### src/rtl/cit_pkg.sv
package cit_pkg;
  localparam int EVT_N = 4;
  typedef enum int {
    EV_STARTED = 0,
    EV_STOPPED = 1,
    EV_TIMEOUT = 2,
    EV_DONE    = 3
  } evt_idx_e;
  typedef enum logic {
    CD_IDLE = 1'b0,
    CD_RUN  = 1'b1
  } cd_state_e;
endpackage

### src/rtl/cit_prescaler.sv
module cit_prescaler #(
  parameter int TICKS = 8
) (
  input  logic clk,
  input  logic rst_n,
  input  logic restart,
  input  logic count_en,
  output logic tick
);
  localparam int W = (TICKS > 1) ? $clog2(TICKS) : 1;
  localparam logic [W-1:0] LAST = W'(TICKS - 1);

  logic [W-1:0] cnt_q, cnt_d;
  logic         cnt_ce;

  always_comb begin
    tick   = count_en && (cnt_q == LAST);
    cnt_ce = restart || count_en;
    if (restart || tick) cnt_d = '0;
    else                 cnt_d = cnt_q + W'(1);
  end

  always_ff @(posedge clk or negedge rst_n) begin
    if (!rst_n)      cnt_q <= '0;
    else if (cnt_ce) cnt_q <= cnt_d;
  end
endmodule

### src/rtl/cit_countdown.sv
module cit_countdown
  import cit_pkg::*;
#(
  parameter int IW = 7
) (
  input  logic          clk,
  input  logic          rst_n,
  input  logic          start,
  input  logic          stop,
  input  logic          tick,
  input  logic [IW-1:0] load_val,
  output logic          running,
  output logic          load_pulse,
  output logic          started_evt,
  output logic          stopped_evt,
  output logic          expire_evt
);
  cd_state_e     st_q, st_d;
  logic [IW-1:0] cnt_q, cnt_d;
  logic          cnt_ce;

  always_comb begin
    st_d        = st_q;
    cnt_d       = cnt_q;
    cnt_ce      = 1'b0;
    load_pulse  = 1'b0;
    started_evt = start && !stop;
    stopped_evt = stop;
    expire_evt  = 1'b0;
    if (stop) begin
      st_d = CD_IDLE;
    end else if (st_q == CD_RUN && tick && cnt_q <= IW'(1)) begin
      expire_evt = 1'b1;
      st_d       = CD_IDLE;
    end else if (start && st_q == CD_IDLE) begin
      st_d       = CD_RUN;
      cnt_d      = load_val;
      cnt_ce     = 1'b1;
      load_pulse = 1'b1;
    end else if (st_q == CD_RUN && tick) begin
      cnt_d  = cnt_q - IW'(1);
      cnt_ce = 1'b1;
    end
  end

  always_ff @(posedge clk or negedge rst_n) begin
    if (!rst_n) st_q <= CD_IDLE;
    else        st_q <= st_d;
  end

  always_ff @(posedge clk or negedge rst_n) begin
    if (!rst_n)      cnt_q <= '0;
    else if (cnt_ce) cnt_q <= cnt_d;
  end

  assign running = (st_q == CD_RUN);
endmodule

### src/rtl/cit_cal_delay.sv
module cit_cal_delay #(
  parameter int LAT = 4
) (
  input  logic clk,
  input  logic rst_n,
  input  logic trig,
  output logic done_evt
);
  localparam int W = $clog2(LAT + 1);
  localparam logic [W-1:0] LOADV = W'(LAT);

  logic [W-1:0] dly_q, dly_d;
  logic         dly_ce;

  always_comb begin
    done_evt = 1'b0;
    dly_d    = dly_q;
    dly_ce   = 1'b0;
    if (trig) begin
      dly_d  = LOADV;
      dly_ce = 1'b1;
    end else if (dly_q != '0) begin
      dly_ce   = 1'b1;
      dly_d    = dly_q - W'(1);
      done_evt = (dly_q == W'(1));
    end
  end

  always_ff @(posedge clk or negedge rst_n) begin
    if (!rst_n)      dly_q <= '0;
    else if (dly_ce) dly_q <= dly_d;
  end
endmodule

### src/rtl/cit_event_bank.sv
module cit_event_bank #(
  parameter int N = 4
) (
  input  logic         clk,
  input  logic         rst_n,
  input  logic [N-1:0] set,
  input  logic [N-1:0] clr,
  input  logic [N-1:0] en,
  output logic [N-1:0] flags,
  output logic         irq
);
  for (genvar i = 0; i < N; i++) begin : g_flag
    logic fl_q, fl_d, fl_ce;
    always_comb begin
      fl_ce = set[i] || clr[i];
      fl_d  = set[i];
    end
    always_ff @(posedge clk or negedge rst_n) begin
      if (!rst_n)     fl_q <= 1'b0;
      else if (fl_ce) fl_q <= fl_d;
    end
    assign flags[i] = fl_q;
  end

  assign irq = |(flags & en);
endmodule

### src/rtl/cit_timer.sv
module cit_timer
  import cit_pkg::*;
#(
  parameter int TICKS_PER_QUARTER_S = 8,
  parameter int INTERVAL_W          = 7,
  parameter int CAL_LATENCY         = 4
) (
  input  logic                  clk,
  input  logic                  rst_n,
  input  logic                  ival_we,
  input  logic [INTERVAL_W-1:0] ival_wdata,
  input  logic                  task_start,
  input  logic                  task_stop,
  input  logic                  task_cal,
  input  logic [EVT_N-1:0]      evt_clr,
  input  logic [EVT_N-1:0]      evt_en,
  output logic [EVT_N-1:0]      evt_flags,
  output logic                  running,
  output logic                  irq
);
  logic [1:0]            rst_sync_q;
  logic                  rst_core_n;
  logic [INTERVAL_W-1:0] ival_q;
  logic                  tick, load_pulse;
  logic                  started_evt, stopped_evt, expire_evt, done_evt;
  logic [EVT_N-1:0]      evt_set;

  always_ff @(posedge clk or negedge rst_n) begin
    if (!rst_n) rst_sync_q <= 2'b00;
    else        rst_sync_q <= {rst_sync_q[0], 1'b1};
  end
  assign rst_core_n = rst_sync_q[1];

  always_ff @(posedge clk or negedge rst_core_n) begin
    if (!rst_core_n)  ival_q <= '0;
    else if (ival_we) ival_q <= ival_wdata;
  end

  cit_prescaler #(.TICKS(TICKS_PER_QUARTER_S)) u_presc (
    .clk      (clk),
    .rst_n    (rst_core_n),
    .restart  (load_pulse),
    .count_en (running),
    .tick     (tick)
  );

  cit_countdown #(.IW(INTERVAL_W)) u_cd (
    .clk         (clk),
    .rst_n       (rst_core_n),
    .start       (task_start),
    .stop        (task_stop),
    .tick        (tick),
    .load_val    (ival_q),
    .running     (running),
    .load_pulse  (load_pulse),
    .started_evt (started_evt),
    .stopped_evt (stopped_evt),
    .expire_evt  (expire_evt)
  );

  cit_cal_delay #(.LAT(CAL_LATENCY)) u_cal (
    .clk      (clk),
    .rst_n    (rst_core_n),
    .trig     (task_cal),
    .done_evt (done_evt)
  );

  always_comb begin
    evt_set             = '0;
    evt_set[EV_STARTED] = started_evt;
    evt_set[EV_STOPPED] = stopped_evt;
    evt_set[EV_TIMEOUT] = expire_evt;
    evt_set[EV_DONE]    = done_evt;
  end

  cit_event_bank #(.N(EVT_N)) u_evt (
    .clk   (clk),
    .rst_n (rst_core_n),
    .set   (evt_set),
    .clr   (evt_clr),
    .en    (evt_en),
    .flags (evt_flags),
    .irq   (irq)
  );
endmodule

### config.mk
export PLATFORM = sky130hd
export DESIGN_NAME = cit_timer
export DESIGN_NICKNAME = d
export VERILOG_FILES = /design/src/rtl/cit_pkg.sv /design/src/rtl/cit_prescaler.sv /design/src/rtl/cit_countdown.sv /design/src/rtl/cit_cal_delay.sv /design/src/rtl/cit_event_bank.sv /design/src/rtl/cit_timer.sv
export SDC_FILE = /design/constraint.sdc
export NUM_CORES = 1
export LEC_CHECK = 0
export ABC_AREA = 1
export CORE_MARGIN = 2
export CORE_UTILIZATION = 46
export CTS_CLUSTER_SIZE = 10
export DETAILED_ROUTE_END_ITERATION = 10
export GPL_ROUTABILITY_DRIVEN = 0
export PLACE_DENSITY_LB_ADDON = 0.05
export SLEW_MARGIN = 20
export SYNTH_ARGS = -nofsm -noshare
export SYNTH_HDL_FRONTEND = slang
export SYNTH_SLANG_ARGS = --single-unit
### constraint.sdc
create_clock -name clk -period 0.8 [get_ports clk]
set_input_delay 0.08 -clock clk [delete_from_list [all_inputs] [get_ports clk]]
set_output_delay 0.08 -clock clk [all_outputs]
set_load 0.03 [all_outputs]
---- Yosys cells after proc, flatten, opt, wreduce, memory -nomap -nowiden ----
Index checks and enable logic that the tools add are counted.
word-level totals
  flip-flop bits (word level) ............. 27
  bits in latches ......................... 0
  RAM bits ................................ 0
  bits in read-only memories .............. 0
  output and inout bits ................... 6
  memories kept ........................... 0
cells by class
  $add $sub $neg .......................... 3
  multiply operators ...................... 0
  divide/modulo/power cells ............... 0
  $lt $le $gt $ge ......................... 1
  eq/ne operators ......................... 2
  shift operators ......................... 0
  muxes and demuxes ....................... 21
  bitwise gates (word level) .............. 4
  reduce and logical (&&, ||, !) cells .... 19
operator list
  operator                                                         number
  2-to-1 mux 1 bit                                                 16
  2-to-1 mux 7 bit                                                 2
  2-to-1 mux 3 bit                                                 3
  less-or-equal comparator 7 x 1 -> 1 bit (second input constant)  1
  subtractor 7 x 1 -> 7 bit (second input constant)                1
  logical OR 1 bit                                                 6
  nonzero test 3 bit                                               2
  logical AND 1 bit                                                5
  AND 4 bit                                                        1
  AND reduction 4 bit                                              1
  nonzero test 2 bit                                               2
  OR reduction 4 bit                                               1
  adder 3 x 1 -> 3 bit (second input constant)                     1
  equality test 3 x 1 -> 1 bit (second input constant)             1
  equality test 3 bit (second input constant)                      1
  NOT 1 bit                                                        3
  subtractor 3 x 1 -> 3 bit (second input constant)                1
  AND reduction 2 bit                                              1
  logical NOT 1 bit                                                1

---- Logic depth before layout (Yosys ltp) ----
  word-level depth ........................ 8
  gate-level depth with buffers ........... 9
  gate-level depth less buffers ........... 9

---- By module ----
Synthesis repeated with hierarchy kept, for this count alone.
second synthesis, totals
  cells, all modules ...................... 199
  area, all modules ....................... 1,512.7 um^2
by module, submodules not included
  module          instances  cells each  area each (um^2)
  cit_countdown   1          91          605.6
  cit_timer       1          33          322.8
  cit_event_bank  1          25          209.0
  cit_cal_delay   1          25          193.9
  cit_prescaler   1          25          181.4

---- Worst setup path before layout ----
OpenSTA, ideal clock, no wires.
  path type ............................... register -> register
  start point ............................. register u_presc.cnt_q[0]
  end point ............................... register u_cd.cnt_q[2]
  setup time .............................. 127 ps
  arrival time ............................ 1,234 ps
  setup slack ............................. -561 ps
  cell stages (with the launch flop) ...... 9
  path buffers ............................ 0
  period minus slack after synthesis ...... 1,361 ps
  cells stage by stage .................... dfrtp_1 > ha_1 > ha_1 > nand2_2 > nor2_2 > nand3_2 > nand3_4 > nand2_1 > o21ai_0
between the ends
  longest elaborated chain between the ends .. 8
RTL lines
  what                                      RTL line                                  text
  from (decl)                               cit_prescaler.sv:13                       logic [W-1:0] cnt_q, cnt_d;
  from (signal assigned)                    cit_prescaler.sv:25                       else if (cnt_ce) cnt_q <= cnt_d;
  equality test 3 bit (*)                   cit_prescaler.sv:17                       tick = count_en && (cnt_q == LAST);
  logical AND 1 bit (*)                     cit_prescaler.sv:17
  logical AND 1 bit (*)                     cit_countdown.sv:32, cit_countdown.sv:40
  2-to-1 mux 1 bit                          cit_countdown.sv:40                       end else if (st_q == CD_RUN && tick) begin
  2-to-1 mux 1 bit                          cit_countdown.sv:35                       end else if (start && st_q == CD_IDLE) begin
  2-to-1 mux 1 bit                          cit_countdown.sv:32                       end else if (st_q == CD_RUN && tick && cnt_q <= IW'(1)) begin
  2-to-1 mux 1 bit                          cit_countdown.sv:30                       if (stop) begin
  AND reduction 4 bit (no source line) (*)  -
  to (signal assigned)                      cit_countdown.sv:53                       else if (cnt_ce) cnt_q <= cnt_d;
  to (decl)                                 cit_countdown.sv:19                       logic [IW-1:0] cnt_q, cnt_d;
Mark *: on every way between the ends. The rest lies on a longest branch, timed or not.
A chain may end at the register's enable or synchronous reset.

---- Worst setup path after layout ----
  start point ............................. register u_presc.cnt_q[0]
  end point ............................... register u_cd.cnt_q[5]
The elaborated chain is that of the path after synthesis.

==> impl_results.md <==
* Worst path arrival time at 1610 ps
* Layout net count at about 270
* Worst r2r src: u_presc.cnt_q[0]
* Multi-input gate area at 778 um2
* Mean Syn Cell Area at 8.37 um2
* Failing checks: negative setup slack
* Initial antenna violation count at 0
* FILL cells at 234
* Post-route ant nets at 0
* Fin Hold WS at roughly 210 ps
* I/O Buffers at 26
* Status: finished, violations left
* Clk sinks at 27
* Global-route wire length before repair at 5640 um
* Top-count cell post-synth: nand2_1
* TritonCTS clock tree: done
* Crit path capture type: register
* CTS root buffer: clkbuf_4
* Synth area leaders: dfrtp_1, nand2_1, ha_1
* YS warnings at 0
* First-pass DRT Iterations at 4
* Largest net degree at the start of global routing at 15
* Synthesis-to-finish area growth at 53.5%
* Kind of critical path: reg -> reg
* Int Pwr at 3460 uW
* CP Max Fanout at 5
* Max_cap viols at 0
* Die Area at between 0.003 and 0.004 mm2
* Gate Count Post-Synth at about 170
* Post-Syn Area at 0.00143 mm2
* Most used DFF post-synth: dfrtp_1
* Post-Syn Nets at between 150 and 200
* Max Clock Freq at between 700 and 800 MHz
* Total Wirelength at 3540 um
* Clk_lat worst skew at 320 ps
* Number of buffers created by CTS at 3
* Die W at 59.8 um
* Final Non-Filler Cells at 269
* Clock-pin transition on the worst setup and hold timing paths at 140 ps
* Initial DRC count at 57
* Tcrit/Tclk final at 1.72
* Clock tree buffer depth at 2
* Placed Instances at between 200 and 300
* Worst Setup Start Kind: register
* Via Count at 1378
* Post-DP HPWL at about 2400 um
* Clock power share at 0.106
* Slowest stage delay, CP at 390 ps
* Sw frac at 0.383
* Crit-path cells: ha_2 > ha_4 > nand2_4 > nor2_4 > nand3_4 > nand3_4 > inv_4 > nand2_2 > nand2_1
* Vias in the first global route at roughly 1400
* Critical Path RT at 1030 ps
* Std-Cell Rows at 20
* Final Hold Viols at 0
* Peak VDD IR at roughly 1.6 mV
* Worst r2r dst: u_cd.cnt_q[5]
* Drc violations at 0
* Static leakage at 0.00107 uW
* Logic pwr share at 0.546
* Sw power at between 2000 and 2500 uW
* CP delay by family, top: simple AND/OR/NAND/NOR gates
* Post-synth top area cell: dfrtp_1
* CP max-delay cell: dfrtp_1
* Fin. max-slew vios at 0
* Starting Density at 0.477
* P per Cell Area at approximately 2600 mW/mm2
* Tot Pwr at 5620 uW
* Grt ovf at 0
* Final WS setup at -580 ps
* RSZ-0062 raised after global routing: yes
* Ant diodes at 0
* Setup WS pre-CTS at -576 ps
* GRT Util Overall at 0.209
* DR vias/cell at 5.12
* Routed len/inst at 13.2 um
* Worst hold path type: reg -> async
* CP bufs+invs at 1
* H-tree depth at 1
* Clock Skew at 2.15 ps
* Top Ports at 27
* Power share of the sequential group at 0.348
* Cell variety after synth at 28
* Top cell type's share of synthesized area at 0.472
* Sequential cell area at 678 um2
* Worst reg2reg path depth at 9
* Synthesized flop and latch total at 27
* Worst R2R Setup Slack at -580 ps
* Share of cells above drive strength 1 at 0.352
* Ys async rst share at 1.00
* Final Setup Violations at 22
* Die Ht at 59.8 um
* Core Area at 0.00300 mm2
* Number of synthesized flops with an enable pin at 0
* Most used cell, CP: nand3_4
* Min Tclk post-route at 1380 ps
* Sequential-to-total area share from yosys stat at 0.472
* Synth top cells by count: nand2_1, dfrtp_1, inv_1, o21ai_0, nor2_1
==> placed cells by master (no fill, tap or decap), types with 2 or more instances in the layout <==
cell type	instances
nand2_1	47
buf_4	33
dfrtp_1	25
clkdlybuf4s50_1	19
inv_1	15
o21ai_0	12
buf_6	12
nor2_1	10
inv_2	5
o21ai_1	5
nand3_1	5
nand3_4	4
nand2_2	4
ha_4	4
nand4_1	3
nor2_4	3
mux2_2	3
clkbuf_4	3
nand2_4	2
o22ai_1	2
nand3_2	2
ha_2	2
dfrtp_2	2
==> routing by layer <==
metal | wire length [um] | vias up | global-route usage
met5 | 0 | - | 0
met4 | 102 | 0 | 0.0921
met3 | 138 | 13 | 0.0260
met2 | 1820 | 39 | 0.359
met1 | 1480 | 645 | 0.262
li1 | - | 681 | -
==> kinds of logic (layout without fill, tap and decap cells) <==
kind of cell,Yosys count,in the layout,share of synthesized area
simple gates,80,81,0.247
flops,27,27,0.472
buf+inv,27,91,0.0892
compound gates,25,25,0.0962
fa+ha+maj,7,7,0.0612
mux,4,4,0.0315
other cells,1,1,0.00262
==> worst register-to-register path, delay by kind of cell (launching register included) <==
family | cells | cell delay [ps]
simple gates | 6 | 500
flops | 1 | 390
fa+ha+maj | 2 | 340
buf+inv | 1 | 60
==> per-stage QoR <==
stage / util / TNS [ps] / instance area, um2
2_1_floorplan: - / -5330 / 1480
3_3_place_gp: 0.644 / -8880 / 1930
3_5_place_dp: 0.644 / -9740 / 1930
4_1_cts: 0.707 / -8410 / 2120
5_1_grt: 0.732 / -10360 / 2200
6_report: 0.732 / -8860 / 2200
==> worst max path at each step <==
stage                      from             to  slack, ps  cells past startpoint
3_5_place_dp   u_presc.cnt_q[1]  u_cd.cnt_q[1]       -580                      8
5_1_grt        u_presc.cnt_q[1]  u_cd.cnt_q[5]       -670                      9
3_3_place_gp      u_cd.cnt_q[0]  u_cd.cnt_q[6]       -530                      8
4_1_cts        u_presc.cnt_q[1]  u_cd.cnt_q[5]       -550                      9
2_1_floorplan  u_presc.cnt_q[0]  u_cd.cnt_q[2]       -490                      8
6_report       u_presc.cnt_q[0]  u_cd.cnt_q[5]       -580                      9
==> flip-flops by register name, summed over array words and instances, names as in the netlist <==
name               flops
ival_q                 7
rst_sync_q             2
u_cal.dly_q            3
u_cd.cnt_q             7
u_cd.running           1
u_evt.g_flag.fl_q      4
u_presc.cnt_q          3
==> cell type report <==
class	instances	area share
tap	33	0.0188
sequential	27	0.309
timing repair buffer	66	0.269
inverter	21	0.0370
clock buffer	4	0.0120
multi-input combinational	118	0.354
==> power by group through the flow <==
stage | Clock, uW | Combinational (uW) | Sequential [uW]
5_1_grt | 678 | 3360 | 2000
6_report | 593 | 3070 | 1960
4_1_cts | 617 | 2710 | 1950
3_5_place_dp | 0 | 2310 | 1980
3_3_place_gp | 0 | 2200 | 1940
2_1_floorplan | 0 | 1370 | 1970
==> timing repair <==
action | CTS | global route
hold buffers | 1 | 0
pin swaps | 6 | 4
gates cloned | 1 | 0
setup endpoints to repair | 26 | 23
resized for setup | 28 | 10
endpoints found under the hold margin | 2 | 0
buffers inserted | 5 | 5
No activity file was read; power rests on OpenSTA's default activity.
